**src/rtl/gpio_irq_pkg.sv**
```systemverilog
package gpio_irq_pkg;
  typedef enum logic [1:0] {
    SEL_ENABLE = 2'd0,
    SEL_MODE   = 2'd1,
    SEL_STATUS = 2'd2,
    SEL_CLEAR  = 2'd3
  } reg_sel_e;
endpackage

```
**src/rtl/gpio_irq_pin_cell.sv**
```systemverilog
// One pin: trigger decode and status flop.
module gpio_irq_pin_cell (
  input  logic clk,
  input  logic rst,
  input  logic pin_now,
  input  logic pin_prev,
  input  logic pol,
  input  logic edge_sel,
  input  logic both,
  input  logic clr,
  output logic status
);
  logic rise, fall, trig;

  always_comb begin
    rise = pin_now & ~pin_prev;
    fall = ~pin_now & pin_prev;
    if (both)
      trig = rise | fall;
    else if (pol)
      trig = rise;
    else
      trig = fall;
  end

  always_ff @(posedge clk) begin
    if (rst)
      status <= 1'b0;
    else if (!edge_sel)
      status <= (pin_now == pol);          // level: follow active level
    else
      status <= trig | (status & ~clr);    // edge: new event beats clear
  end
endmodule

```
**src/rtl/gpio_irq_port.sv**
```systemverilog
// One port: enable/mode registers, previous-sample register, pin cells.
module gpio_irq_port #(
  parameter int PINS = 8
) (
  input  logic              clk,
  input  logic              rst,
  input  logic [PINS-1:0]   pin_in,
  input  logic              en_we,
  input  logic              mode_we,
  input  logic              clr_we,
  input  logic [3*PINS-1:0] wdata,
  output logic [PINS-1:0]   en_q,
  output logic [3*PINS-1:0] mode_q,
  output logic [PINS-1:0]   status_q
);
  localparam int MODE_W = 3 * PINS;

  logic [PINS-1:0] pin_q;
  logic [PINS-1:0] clr_v;

  // The previous sample tracks the pin even in reset, so no edge appears at reset exit.
  always_ff @(posedge clk) pin_q <= pin_in;

  always_ff @(posedge clk) begin
    if (rst) begin
      en_q   <= '0;
      mode_q <= '0;
    end else begin
      if (en_we)   en_q   <= wdata[PINS-1:0];
      if (mode_we) mode_q <= wdata[MODE_W-1:0];
    end
  end

  assign clr_v = clr_we ? wdata[PINS-1:0] : '0;

  for (genvar n = 0; n < PINS; n++) begin : g_pin
    gpio_irq_pin_cell u_cell (
      .clk      (clk),
      .rst      (rst),
      .pin_now  (pin_in[n]),
      .pin_prev (pin_q[n]),
      .pol      (mode_q[n]),
      .edge_sel (mode_q[PINS + n]),
      .both     (mode_q[2*PINS + n]),
      .clr      (clr_v[n]),
      .status   (status_q[n])
    );
  end
endmodule

```
**src/rtl/gpio_irq_bank.sv**
```systemverilog
module gpio_irq_bank #(
  parameter int NUM_PORTS = 4,
  parameter int PINS      = 8,
  localparam int PORT_W   = (NUM_PORTS > 1) ? $clog2(NUM_PORTS) : 1,
  localparam int ADDR_W   = PORT_W + 2,
  localparam int MODE_W   = 3 * PINS,
  localparam int NPIN     = NUM_PORTS * PINS
) (
  input  logic              clk,
  input  logic              rst,
  input  logic [NPIN-1:0]   pin_in,
  input  logic              wr_en,
  input  logic [ADDR_W-1:0] wr_addr,
  input  logic [MODE_W-1:0] wr_data,
  input  logic [ADDR_W-1:0] rd_addr,
  output logic [MODE_W-1:0] rd_data,
  output logic              irq_out
);
  import gpio_irq_pkg::*;

  reg_sel_e          wsel, rsel;
  logic [PORT_W-1:0] wport, rport;

  logic [NUM_PORTS-1:0][PINS-1:0]   en_arr, status_arr;
  logic [NUM_PORTS-1:0][MODE_W-1:0] mode_arr;
  logic [NPIN-1:0] status_all, en_all, pol_all, edge_all, both_all;

  assign wsel  = reg_sel_e'(wr_addr[ADDR_W-1 -: 2]);
  assign wport = wr_addr[PORT_W-1:0];
  assign rsel  = reg_sel_e'(rd_addr[ADDR_W-1 -: 2]);
  assign rport = rd_addr[PORT_W-1:0];

  for (genvar p = 0; p < NUM_PORTS; p++) begin : g_port
    logic hit;
    assign hit = wr_en && (int'(wport) == p);

    gpio_irq_port #(.PINS(PINS)) u_port (
      .clk      (clk),
      .rst      (rst),
      .pin_in   (pin_in[p*PINS +: PINS]),
      .en_we    (hit && (wsel == SEL_ENABLE)),
      .mode_we  (hit && (wsel == SEL_MODE)),
      .clr_we   (hit && (wsel == SEL_CLEAR)),
      .wdata    (wr_data),
      .en_q     (en_arr[p]),
      .mode_q   (mode_arr[p]),
      .status_q (status_arr[p])
    );

    assign pol_all [p*PINS +: PINS] = mode_arr[p][PINS-1:0];
    assign edge_all[p*PINS +: PINS] = mode_arr[p][2*PINS-1:PINS];
    assign both_all[p*PINS +: PINS] = mode_arr[p][3*PINS-1:2*PINS];
  end

  assign status_all = status_arr;
  assign en_all     = en_arr;

  always_ff @(posedge clk) begin
    if (rst) begin
      rd_data <= '0;
    end else if (int'(rport) < NUM_PORTS) begin
      case (rsel)
        SEL_ENABLE: rd_data <= {{(MODE_W-PINS){1'b0}}, en_arr[rport]};
        SEL_MODE:   rd_data <= mode_arr[rport];
        SEL_STATUS: rd_data <= {{(MODE_W-PINS){1'b0}}, status_arr[rport]};
        default:    rd_data <= '0;
      endcase
    end else begin
      rd_data <= '0;
    end
  end

  always_ff @(posedge clk) begin
    if (rst) irq_out <= 1'b0;
    else     irq_out <= |(status_all & en_all);
  end
endmodule

```
**config.mk**
```make
export PLATFORM = sky130hd
export DESIGN_NAME = gpio_irq_bank
export DESIGN_NICKNAME = d
export VERILOG_FILES = /design/src/rtl/gpio_irq_pkg.sv /design/src/rtl/gpio_irq_pin_cell.sv /design/src/rtl/gpio_irq_port.sv /design/src/rtl/gpio_irq_bank.sv
export SDC_FILE = /design/constraint.sdc
export NUM_CORES = 1
export LEC_CHECK = 0
export BUFFER_PORTS_ARGS = -buffer_cell sky130_fd_sc_hd__buf_2
export CORE_MARGIN = 5
export CORE_UTILIZATION = 25
export CTS_CLUSTER_SIZE = 10
export DETAILED_ROUTE_END_ITERATION = 10
export PLACE_DENSITY = 0.44
export SYNTH_ARGS = -nofsm -noshare
export SYNTH_HDL_FRONTEND = slang
export SYNTH_SLANG_ARGS = --single-unit
export TNS_END_PERCENT = 20
```
**constraint.sdc**
```tcl
create_clock -name clk -period 3.5 [get_ports clk]
set_input_delay 0.35 -clock clk [delete_from_list [all_inputs] [get_ports clk]]
set_output_delay 0.35 -clock clk [all_outputs]
set_load 0.01 [all_outputs]
```
Word-level counts from Yosys, hierarchy flattened
Cells that the tools add are included.
{"block": "classes", "n_lt_le_gt_ge": 1, "eq_ne": 39, "n_mux": 107, "bitwise_logic": 257, "n_reduce_logical": 20}
{"cell": "$and 1x1->1", "n": 96}
{"cell": "$mux 1", "n": 96}
{"cell": "$not 1->1", "n": 96}
{"cell": "$pmux 24 s3", "n": 1}
{"cell": "$or 1x1->1", "n": 64}
{"cell": "$bmux 24 s2", "n": 1}
{"cell": "$mux 8", "n": 6}
{"cell": "$and 32x32->32", "n": 1}
{"cell": "$bmux 8 s2", "n": 2}
{"cell": "$eq 1x1->1", "n": 32}
{"cell": "$reduce_or 32->1", "n": 1}
{"cell": "$mux 24", "n": 1}
{"cell": "$logic_and 1x1->1", "n": 16}
{"cell": "$eq 2x2->1 const B", "n": 4}
{"cell": "$eq 2x1->1 const B", "n": 3}
{"cell": "$logic_not 2->1", "n": 3}
{"cell": "$lt 2x3->1 const B", "n": 1}
{"block": "totals", "register_bits": 217, "input_bits": 67, "output_inout_bits": 25, "wordCells": 470}

Depth between registers and ports, before layout
Gate-level depths: netlist of the first run.
{"block": "depth", "ltp_word": 8, "ltp_mapped": 6, "ltp_nobuf": 5}

Modules after synthesis
A second synthesis of the first run with hierarchy kept.
{"block": "hier_totals", "cells_unflattened": 1047, "area_unflattened_um2": 11061.9}
{"mod": "gpio_irq_port", "instances": 4, "cells_each": 119, "area_each_um2": 1363.8, "seq_area_each_um2": 800.8}
{"mod": "gpio_irq_pin_cell", "instances": 32, "cells_each": 12, "area_each_um2": 108.9, "seq_area_each_um2": 20.0}
{"mod": "gpio_irq_bank", "instances": 1, "cells_each": 187, "area_each_um2": 2123.3, "seq_area_each_um2": 500.5}

Worst setup path before layout of the first run
OpenSTA, ideal clock, no wires.
{"block": "synth_timing", "path_type": "input port to flip-flop", "start": "input port rd_addr[0]", "end": "register rd_data[18]", "setup_time_ns": 0.115, "arrival_ns": 1.324, "required_ns": 3.385, "path_slack_ns": 2.061, "stages": 4, "path_buffers": 2, "cell_sequence": "buf_6 > buf_6 > mux4_2 > and3_1"}
{"block": "synth_via", "elab_chain_cells": 3}
{"element": "start, declared", "line_no": "gpio_irq_bank.sv:15", "text": "input logic [ADDR_W-1:0] rd_addr,"}
{"element": "$bmux 24 s2", "line_no": "gpio_irq_bank.sv:64", "text": "SEL_MODE: rd_data <= mode_arr[rport];"}
{"element": "$mux 24 (implied by the code)", "line_no": "gpio_irq_bank.sv:64"}
{"element": "$pmux 24 s3", "line_no": "gpio_irq_bank.sv:62", "text": "case (rsel)"}
{"element": "end signal, assigned", "line_no": "gpio_irq_bank.sv:63", "text": "SEL_ENABLE: rd_data <= {{(MODE_W-PINS){1'b0}}, en_arr[rport]};"}
{"element": "end signal, assigned", "line_no": "gpio_irq_bank.sv:64"}
{"element": "end signal, assigned", "line_no": "gpio_irq_bank.sv:65", "text": "SEL_STATUS: rd_data <= {{(MODE_W-PINS){1'b0}}, status_arr[rport]};"}
{"element": "end, declared", "line_no": "gpio_irq_bank.sv:16", "text": "output logic [MODE_W-1:0] rd_data,"}
Every way passes these cells. The select of a mux whose other input is x is not followed.
A chain may end at the register's enable or synchronous reset.

Worst setup path after layout of the first run
{"block": "layout_timing", "start": "input port pin_in[18]", "end": "register g_port[2].u_port.g_pin[2].u_cell.status"}
{"block": "layout_via", "elab_chain_cells": 6, "elab_cells_between_ends": 9, "classes_between": "eq/ne (1); mux (3); bitwise (5)"}
{"element": "start, declared", "line_no": "gpio_irq_bank.sv:11", "text": "input logic [NPIN-1:0] pin_in,"}
{"element": "$not 1->1", "line_no": "gpio_irq_pin_cell.sv:17", "text": "fall = ~pin_now & pin_prev;"}
{"element": "$and 1x1->1", "line_no": "gpio_irq_pin_cell.sv:17"}
{"element": "$mux 1 or $or 1x1->1 (tied branches)", "line_no": "gpio_irq_pin_cell.sv:20, gpio_irq_pin_cell.sv:19"}
{"element": "$mux 1", "line_no": "gpio_irq_pin_cell.sv:18", "text": "if (both)"}
{"element": "$or 1x1->1", "line_no": "gpio_irq_pin_cell.sv:32", "text": "status <= trig | (status & ~clr);"}
{"element": "$mux 1 (*)", "line_no": "gpio_irq_pin_cell.sv:29", "text": "else if (!edge_sel)"}
{"element": "end signal, assigned", "line_no": "gpio_irq_pin_cell.sv:30", "text": "status <= (pin_now == pol);"}
{"element": "end signal, assigned", "line_no": "gpio_irq_pin_cell.sv:32"}
{"element": "end, declared", "line_no": "gpio_irq_pin_cell.sv:11", "text": "output logic status"}
Every way passes the cells marked *; elsewhere a longest branch is shown, timed or not.

==> results.txt, run 1 <==
The run finished with clean final reports. The share of total power in sequential cells came out at 0.460. The internal power of the cells came out at approximately 4200 uW. For flop-to-flop paths, the worst setup slack is 2.06 ns. The sink count of the clock tree is around 220.

The synthesized instance count came out at approximately 1,200. The mean instance size in the synthesized netlist came out at 8.89 sq um. Setup repair after global routing left no endpoint under its margin. TritonCTS built the clock tree. The power per cell area came out at ~440 nW/um^2. The number of buffers added to fix hold violations after cts came out at 31. The path with the worst hold slack has its endpoint at g_port[0].u_port.pin_q[2]. The final non-filler cell area is roughly 13,000 sq um.

The routed layout has 9,625 vias. At the pin with the least slew margin, the transition time is 0.998 ns. Ranked by instance count, the synthesized netlist is headed by dfxtp_1, o21ai_0, nand3_1. The share of Yosys cell area claimed by the top area cell type is 0.402. Entering global routing, the biggest net connects 97 pins. The critical path is of the input port to register type. Synthesis inferred ~220 register bits. After the last flow step, the layout net total stands at approximately 1,400. The residual overflow from global routing is 0. Buffers added to address setup during post-CTS repair amount to 0.

The number of setup violations in the final report is 0. The number of antenna diodes in the final layout is 0. The floorplan has between 70 and 80 rows. The total count of max-transition violations in the final report came out at 0. The top-level port count came out at 92.

The number of gates resized after CTS was 0. The hold violation total from the final report is 0. The post-synthesis cell type count came out at 38. The yosys synthesis warning count came out at 0.

The post-route clock skew is 0.00748 ns. The count of cells along the worst hold path came out at 1. From left edge to right edge, the die measures 218 um.

The effective utilization at floorplan came out at 0.252. In this run the deepest clock path goes through 3 buffers. The number of buffers created by CTS is 26. The part of the cycle the worst path needs came out at 0.458. The worst relative slew slack came out at 0.334. The DRC violations left is 0.

The via count of the first global-routing pass came out at 9,495. STA classifies the critical path endpoint as a register. The depth of the most critical reg-to-reg path is 3. The fill cell total of the finished layout is roughly 4,700.

The share of flip-flops with an asynchronous set or reset after synthesis came out at 0. CTS placed an instance of clkbuf_16 at the clock tree root. The total detailed-routing wirelength came out at 40,200 um. The mapped cell area came out at around 11,000 sq um. The type of element launching the critical path is an input port. The worst path arrival time is 2.00 ns. After clock tree synthesis, the clock-pin slew on the worst setup and hold paths is 0.06 ns. The count of port buffers added during placement is 91. The static power due to leakage is between 0.004 and 0.005 uW.

dfxtp_1 is the most common cell in the netlist. Walking the worst path, the cells encountered are dlygate4sd3_1 > buf_2 > inv_1 > ha_1 > mux2_2 > o21ai_0 > a31oi_1. In this run the worst hold path is classified as input port to register. The post-detailed-placement half-perimeter wirelength is around 26,000 um. Routability-driven placement finished with a final weighted congestion of around 0.8. The area of the placeable core is 43,000 sq um.

Among all flip-flop cells after synthesis, the most frequent one is dfxtp_1. The worst path buffer plus inverter count is 3. The worst stage delay on the critical path is roughly 0.53 ns. At the worst endpoint, the required time is roughly 4 ns. Sorting the synthesized cells by area gives the leading types as dfxtp_1, o21ai_0, ha_1. The number of enable flip-flop cells after synthesis is 0.

The routed length per placed instance is about 21 um. dfxtp_1 takes more of the synthesized area than any other cell. The net count of the mapped netlist is roughly 1,300.

The max-cap check violation count came out at 0. The die outline area came out at between 40,000 and 50,000 sq um. CTS built an H-tree with a depth of 1.

Once placement finished, the instance area stood at between 10,000 and 15,000 sq um. In this run the most critical hold path is launched from pin_in[2]. The number of routed nets with antenna violations came out at 0. For this design the total switching power over the nets is 1500 uW. The number of antenna violations at the first check in global routing came out at 2.

The endpoint identified for the worst register-to-register timing path is g_port[2].u_port.g_pin[2].u_cell.status. The die boundary height is around 220 um. The clock period minus worst slack is around 1.6 ns. Grouping stages by cell kind, the critical path spends the most delay in buffers and inverters. The average via count per standard cell came out at between 5 and 6. The setup TNS after final layout is 0 ns.

The number of search-and-repair iterations in the first detailed-routing pass is 5. The area growth from synthesis to final layout is 18.3%. The timing-limited maximum frequency came out at 623 MHz. The combined global-route utilization of all metal layers is 0.164. The clock latency on the worst-skew pair came out at between 0.5 and 0.6 ns. Of the total power, the share spent switching nets is 0.264. In this run the critical register-to-register path is launched from g_port[2].u_port.mode_q[2]. The clock network power share is 0.434. The largest vdd supply drop is between 0.2 and 0.25 mV. The maximum fanout along the worst path came out at 4. The first-pass GRT wire length came out at just over 60,000 um. The proportion of layout cells with a drive suffix above 1 is 0.178. The violation count after the first detailed-routing iteration came out at just under 700. The cell with the largest stage delay on the worst path is dlygate4sd3_1.

The power share of the combinational group came out at 0.106. The share of the Yosys chip area taken by registers is 0.402.
[stage by stage]
step	util	power, uW	instances	hold slack, ns	setup WS, ns
6_report	0.298	5680	1878	0.0387	1.90
5_1_grt	0.298	5900	1878	0.0282	1.74
4_1_cts	0.298	5740	1878	0.0177	1.86
3_5_place_dp	0.273	3240	1811	0.467	1.46
3_3_place_gp	0.273	3230	1811	0.465	1.46
2_1_floorplan	-	2980	1217	0.378	2.06
[per-layer routing]
layer | share of wire | GRT usage
met5 | 0 | 0
met4 | 0.023 | 0.0366
met3 | 0.051 | 0.0185
met2 | 0.48 | 0.277
met1 | 0.45 | 0.228
[registers in the layout (all words and copies together) (netlist names)]
register and count:
rd_data 24, g_port.u_port.mode_q 96, irq_out 1, g_port.u_port.pin_q 32, g_port.u_port.en_q 32, g_port.u_port.g_pin.u_cell.status 32
[kinds of logic after synthesis]
family                   synth area share
AO/OA/AOI/OAI                       0.220
AND/OR/NAND/NOR                     0.101
flip-flops                          0.402
buffers and inverters              0.0686
multiplexers                        0.108
adder cells (fa/ha/maj)            0.0740
XOR/XNOR                           0.0259
[how the worst max path moves through the flow]
stage / startpoint / endpoint / slack, ns / cells after the start
after global placement: rd_addr[0] / rd_data[4] / 1.46 / 5
after floorplan: rd_addr[0] / rd_data[18] / 2.06 / 4
final: pin_in[18] / g_port[2].u_port.g_pin[2].u_cell.status / 1.90 / 7
after CTS: pin_in[18] / g_port[2].u_port.g_pin[2].u_cell.status / 1.86 / 7
after detailed placement: rd_addr[0] / rd_data[0] / 1.46 / 5
after global routing: pin_in[18] / g_port[2].u_port.g_pin[2].u_cell.status / 1.74 / 7
[power by group through the flow]
| stage | logic, uW | clock network (uW) | registers, uW |
|---|---|---|---|
| global placement | 566 | 0 | 2670 |
| detailed placement | 574 | 0 | 2670 |
| CTS | 607 | 2520 | 2610 |
| floorplan | 347 | 0 | 2630 |
| global route | 664 | 2620 | 2620 |
| finish | 600 | 2460 | 2610 |
[layout make-up]
type,instances,area [sq um],area share
Tap cell,585,732,0.0572
Inverter,73,274,0.0214
Clock buffer,35,726,0.0567
Timing Repair Buffer,143,963,0.0753
Clock inverter,1,5.00,0.000391
Multi-Input combinational cell,824,5750,0.449
Sequential cell,217,4340,0.340
[cell usage in the layout (no fill, tap or decap), types with 19 or more instances in the layout]
master	instances
xnor2_1	32
nand3_1	129
dlygate4sd3_1	31
o31ai_1	40
mux2_2	56
clkbuf_16	27
buf_2	90
o21ai_1	25
nand2_1	41
a21oi_1	128
ha_1	64
inv_1	73
buf_4	19
a31oi_1	30
mux4_2	24
dfxtp_1	217
o21ai_0	173
Power figures use the tool's default switching activity.
==> run 2, diff against run 1 <==
==> constraint.sdc (replaced) <==
create_clock -name clk -period 1.6 [get_ports clk]
set_input_delay 0.16 -clock clk [delete_from_list [all_inputs] [get_ports clk]]
set_output_delay 0.16 -clock clk [all_outputs]
set_load 0.01 [all_outputs]
==> run 2 against run 1 <==
First-iteration DRC count grew 15%. Combinational power rose by 150%. Non-clock buffer count up 49. Setup slack got worse by 1.7 ns. Sequential power rose by 120%. Clock power is 120% higher. Critical path depth shrank 6. Global-route usage is 0.51 points higher. Die area unchanged. Via count grew 1.7%. Cell count is 2.7% higher. Routed wire length rose by 3.8%. Critical path type is now register to output pin.
==> results.txt, run 2 (same netlist as run 1, synthesis figures left out) <==
The flow ran to the end, and the final reports show no timing, DRC or antenna violations. The effective utilization at floorplan is 0.252. The worst-case IR drop observed on VDD is 0.670 mV. The number of cells on the worst reg-to-reg path is 5. The count of port buffers added during placement came out at 91. The sort of element at the end of the critical path is an output pin. The number of buffers between clock root and the deepest sink came out at 3.

Across every metal layer, demand over resource in global routing totals 0.170. The number of buffers created by CTS is 27. In this run the worst path has a maximum fanout of 1. The critical path is of the register to output pin type.

The post-detailed-placement half-perimeter wirelength came out at 27,100 um. Setup total negative slack on the finished layout was measured at 0 ns. The power per cell area came out at approximately 940 nW/um^2. Clock-pin slew was measured on the worst setup and hold paths at 0.06 ns. The post-CTS setup-driven buffer insertion count came out at 0. The critical path ends at rd_data[8]. The number of standard-cell rows in the floorplan is 76. The die boundary height came out at 218 um. The worst register-to-register path ends at g_port[1].u_port.g_pin[5].u_cell.status.

In this run the worst setup path begins at rd_data[8]. The clock reaches the later pin of the worst-skew pair after ~0.54 ns. In this run the remaining antenna-violating nets after routing total 0. The first TritonRoute pass finished after 5 iterations. The timing-limited maximum frequency is between 700 and 800 MHz.

The internal reg-to-reg setup slack is 0.24 ns. Summed over all cells, the static leakage comes to 0.00512 uW. The die outline width came out at about 220 um. Setup violations remaining at the end of the flow were counted as 0. Walking the worst path, the cells encountered are buf_2. The largest single stage delay on the critical path is around 0.49 ns. Of the cells placed in the final design, the portion with a size suffix greater than 1 is 0.193. The die outline area came out at 47,500 sq um. The worst path arrival time is approximately 1.2 ns. In this run the number of cells on the critical path is 1. The post-route clock skew is 0.0120 ns. Setup repair after global routing left no endpoint under its margin.

The worst relative slew slack is 0.534. Together, buffers and inverters on the worst path number 1. After the first detailed-routing iteration, the DRC count stood at between 700 and 800. The average via count per standard cell is between 5 and 6.

The worst-case setup slack after placement is 0.143 ns. The number of antenna violations at the first check in global routing is 1. For this run the aggregate overflow at the end of global routing stands at 0.

At the end of routability-driven placement, the weighted congestion stood at roughly 0.83. The clock tree root driver cell is clkbuf_16. The launching point of the worst reg2reg path is g_port[1].u_port.pin_q[5]. The via total after detailed routing is between 9,000 and 10,000. In the post-route analysis, the smallest setup slack over all paths is around 0.20 ns. The cell with the largest stage delay on the worst path is dfxtp_1. The worst hold path belongs to the class input port to register. The clock net in this run drives a total of roughly 220 sinks. Ranked by flip-flop count, first place goes to g_port.u_port.mode_q.

The number of nets in the final layout is 1,466. The actual slew at the worst max-slew pin came out at between 0.6 and 0.7 ns. The pin count of the biggest net entering global routing came out at 97. The number of H-tree levels came out at 1. The most common library cell in the layout ignoring fill and taps is dfxtp_1. TritonCTS built the clock tree. The worst setup path is launched from a register.

The top cell types in the final layout, fill and taps aside, are dfxtp_1, o21ai_0, nand3_1. The hold violation total from the final report came to 0. The total count of max-transition violations in the final report is 0. The first-pass GRT wire length came out at just over 60,000 um. The routed length per placed instance came out at 21.7 um. The endpoint required time on the critical path is 1.44 ns. The top-level port count came out at 92. From synthesis to final layout, the design area changed by 24.4%. The total detailed-routing wirelength is ~42,000 um. The clock period minus worst slack is around 1.4 ns.

The part of the cycle the worst path needs came out at 0.873. Broken down by cell family, the worst path's largest delay share belongs to flip-flops. The max-cap check violation count is 0. The flip-flop count of the largest register, all copies and words added is 96.

The total area inside the core boundary comes to approximately 43,000 sq um. The DRC violations left came out at 0. The via count of the first global-routing pass came out at just under 10,000.

The antenna diode count is 0.
[run 2: metal layers]
metal,GRT usage,up-vias,wire length [um]
met5,0,-,0
met4,0.0417,0,1160
met3,0.0292,66,2310
met2,0.279,327,19400
met1,0.232,4772,18900
li1,-,4623,-
[run 2: per-stage QoR]
| stage | instances | cell area (sq um) | util | total power (uW) | hold slack, ns |
|---|---|---|---|---|---|
| final | 1928 | 13400 | 0.313 | 12700 | 0.0444 |
| after global routing | 1928 | 13400 | 0.313 | 13200 | 0.0410 |
| after CTS | 1928 | 13400 | 0.313 | 12800 | 0.0123 |
| after detailed placement | 1837 | 12200 | 0.283 | 7200 | 0.322 |
| after global placement | 1837 | 12200 | 0.283 | 7180 | 0.320 |
| after floorplan | 1217 | 10800 | - | 6510 | 0.188 |
[run 2: report_power, final]
| part | leakage [uW] | switching, uW | internal (uW) |
|---|---|---|---|
| clock network | 0.000370 | 2350 | 3150 |
| registers | 0.00177 | 155 | 5560 |
| logic | 0.00298 | 890 | 600 |
| total | 0.00512 | 3390 | 9310 |
[run 2: how the worst min path moves through the flow]
stage,from,slack (ns),cells after the start,endpoint
after global routing,rd_addr[2],0.04,2,rd_data[9]
after global placement,pin_in[15],0.32,1,g_port[1].u_port.pin_q[7]
final,rd_addr[2],0.04,2,rd_data[9]
after CTS,rd_addr[2],0.01,2,rd_data[9]
after floorplan,pin_in[0],0.19,0,g_port[0].u_port.pin_q[0]
after detailed placement,pin_in[27],0.32,1,g_port[3].u_port.pin_q[3]
[run 2: layout make-up]
cell class / count / area [sq um]
clock buffers: 33 / 728
clock inverters: 4 / 22.5
fillers: 4571 / 29500
inverters: 73 / 274
multi-input cells: 824 / 5750
flip-flops and latches: 217 / 4340
well taps: 585 / 732
repair buffers: 192 / 1600
[run 2: repair_timing]
action / in CTS / in global routing
hold buffers: 54 / 0
gates resized for setup: 0 / 0
endpoints found under the setup margin: 0 / 0
endpoints found under the hold margin: 133 / 0
==> run 3, diff against run 2 <==
--- a/config.mk
+++ b/config.mk
@@ -11,6 +11,7 @@
 export CTS_CLUSTER_SIZE = 10
 export DETAILED_ROUTE_END_ITERATION = 10
 export PLACE_DENSITY = 0.44
+export SETUP_SLACK_MARGIN = 0.3
 export SYNTH_ARGS = -nofsm -noshare
 export SYNTH_HDL_FRONTEND = slang
 export SYNTH_SLANG_ARGS = --single-unit
==> run 3 against run 2 <==
Count of clock-buffer cells in the layout did not move. Highest routed layer unchanged. Largest power group unchanged. Flip-flop and latch count did not move. Critical path depth did not move. Global-route usage barely moved. Routed wire length fell by 0.20%. Sequential share of layout area barely moved.
==> results.txt, run 3 (same netlist as run 1, synthesis figures left out) <==
The run finished with clean final reports. The fill cell total of the finished layout came out at ~4,600. Clock-pin slew was measured on the worst setup and hold paths at approximately 0.060 ns. Counting instances, the worst hold path has a depth of 2. By startpoint and endpoint, the worst setup path is classified as register to output pin. The number of search-and-repair iterations in the first detailed-routing pass came out at 5. The endpoint of the most critical setup path is rd_data[9]. The antenna diode count is 0. In the global route stage, overall resource usage came out at 0.170.

The proportion of layout cells with a drive suffix above 1 is 0.194. The DRC violations left is 0. The top cell types in the final layout, fill and taps aside, are dfxtp_1, o21ai_0, nand3_1. Setup total negative slack on the finished layout was measured at 0 ns.

The worst-case IR drop observed on VDD is about 0.68 mV. The number of buffers created by CTS is 27. STA classifies the critical path endpoint as an output pin.

In the finished design, the share of the clock period the worst path needs comes to 0.828. The post-detailed-placement half-perimeter wirelength came out at approximately 27,000 um. The clock latency on the worst-skew pair came out at 0.54 ns. Leaving out fill and tap cells, the most frequent cell in the layout is dfxtp_1. The worst path buffer plus inverter count came out at 1. The maximum fanout along the worst path came out at 1. The via total after detailed routing is ~10,000. The first-pass GRT wire length is 62,200 um.

The endpoint required time on the critical path came out at approximately 1.4 ns. The cell family contributing the most delay on the critical path is flip-flops. The total detailed-routing wirelength is approximately 42,000 um.

The via count of the first global-routing pass is approximately 9,600. The internal power of the cells is ~9300 uW. For this design the ratio of total power to cell area is about 940 nW/um^2. Of the total power, the share spent switching nets is 0.267.

In the final layout, flip-flops and latches occupy between 4000 and 5000 sq um. The detail route stage leaves a number of antenna-violating nets equal to 0. In this run the tightest slew margin relative to its limit is 0.535. The internal reg-to-reg setup slack is 0.32 ns.

The analysis attributes to cell leakage a power of slightly above 0.005 uW. The number of setup violations in the final report is 0. The clock tree from TritonCTS is yes. The clock net in this run drives a total of approximately 220 sinks. The total count of max-transition violations in the final report came out at 0. The number of antenna violations at the first check in global routing came out at 1. The launching element of the worst setup path is rd_data[9]. The timing-limited maximum frequency came out at between 700 and 800 MHz. The clock period minus worst slack is between 1 and 1.5 ns.

The endpoint identified for the worst register-to-register timing path is irq_out. The die outline width is 218 um. The worst setup path is launched from a register. Max-cap violations in this run came to 0. The worst path arrival time came out at between 1 and 1.5 ns. The multi-input combinational cells in the finished layout cover a total of between 5000 and 6000 sq um.

The effective utilization at floorplan is 0.252. Of the total power, the clock network draws 0.433. Counting cells, the worst reg-to-reg path comes to 3. The worst setup slack after layout is roughly 0.27 ns. The top-level port count is 92. The number of H-tree levels is 1.

The average via count per standard cell is between 5 and 6. Post-CTS timing repair inserted 0 buffers for setup. The net load switching power came out at between 3000 and 4000 uW. The die covers between 40,000 and 50,000 sq um. The power share of the combinational group is 0.117. The weighted congestion at the end of routability-driven global placement is between 0.8 and 0.9. The routed length per placed instance came out at between 20 and 25 um. The worst-case setup slack after placement came out at between 0.1 and 0.15 ns. The number of nets in the final layout is 1,466. The die boundary height came out at 218 um. The largest individual stage delay along the critical path comes from the cell dfxtp_1. Compared with the post-synthesis result, the final layout area differs by 24.4%. The launching point of the worst reg2reg path is g_port[2].u_port.g_pin[6].u_cell.status.

The number of standard-cell rows in the floorplan is 76. The area of the placeable core came out at about 43,000 sq um. The pin count of the biggest net entering global routing is a little under 100. The first routing iteration left between 800 and 900 violations. The flip-flop count of the largest register, all copies and words added came out at 96. The worst hold path belongs to the class input port to register. In this run the number of cells on the critical path is 1.

The largest single stage delay on the critical path is 0.44 ns. The residual overflow from global routing is 0. The post-route clock skew came out at around 0.012 ns. Setup repair after global routing could not meet its margin everywhere. The tree is rooted in a clkbuf_16. Of the total power, registers draw 0.450. The hold violation total from the final report is 0.

In this run the tool buffered the top-level ports with 91 buffer cells. Ranked by flip-flop count, first place goes to g_port.u_port.mode_q. At the pin with the least slew margin, the transition time is roughly 0.7 ns. Traced cell by cell, the critical path runs through buf_2. The number of buffers between clock root and the deepest sink came out at 3.
==> run 3: layer usage <==
layer	track usage	up-vias	wire [um]
li1	-	4625	-
met1	0.232	4767	18900
met4	0.0417	0	1100
met5	0	-	0
met2	0.279	318	19400
met3	0.0292	60	2340
==> run 3: repair_timing <==
item                                    CTS  global route
endpoints found under the setup margin    7            18
hold buffers                             54             0
hold endpoints to repair                133             0
resized for setup                         2             3
==> run 3: through the flow <==
| step | utilization | hold WS, ns | total power [uW] | instances | instance area (sq um) |
|---|---|---|---|---|---|
| global placement | 0.283 | 0.320 | 7180 | 1837 | 12200 |
| finish | 0.313 | 0.0459 | 12700 | 1928 | 13400 |
| floorplan | - | 0.188 | 6510 | 1217 | 10800 |
| detailed placement | 0.283 | 0.322 | 7200 | 1837 | 12200 |
| global route | 0.313 | 0.0410 | 13200 | 1928 | 13400 |
| CTS | 0.313 | 0.0110 | 12800 | 1928 | 13400 |
==> run 3: worst min-delay path by stage <==
stage / to / startpoint
4_1_cts: rd_data[8] / rd_addr[2]
3_5_place_dp: g_port[3].u_port.pin_q[3] / pin_in[27]
6_report: rd_data[9] / rd_addr[2]
2_1_floorplan: g_port[0].u_port.pin_q[0] / pin_in[0]
3_3_place_gp: g_port[1].u_port.pin_q[7] / pin_in[15]
5_1_grt: rd_data[9] / rd_addr[2]
==> run 3: final cells by class <==
| cell class | instances | share of cell area |
|---|---|---|
| Inverter | 73 | 0.0204 |
| Clock buffer | 33 | 0.0541 |
| Clock inverter | 4 | 0.00167 |
| Sequential cell | 217 | 0.323 |
| Tap cell | 585 | 0.0544 |
| Multi-Input combinational cell | 824 | 0.427 |
| Timing Repair Buffer | 192 | 0.119 |
==> run 3: power groups by stage <==
stage / Combinational, uW / Sequential (uW) / Clock (uW)
5_1_grt: 1620 / 5720 / 5820
4_1_cts: 1490 / 5710 / 5610
2_1_floorplan: 758 / 5750 / 0
3_3_place_gp: 1350 / 5830 / 0
3_5_place_dp: 1370 / 5830 / 0
6_report: 1490 / 5710 / 5490
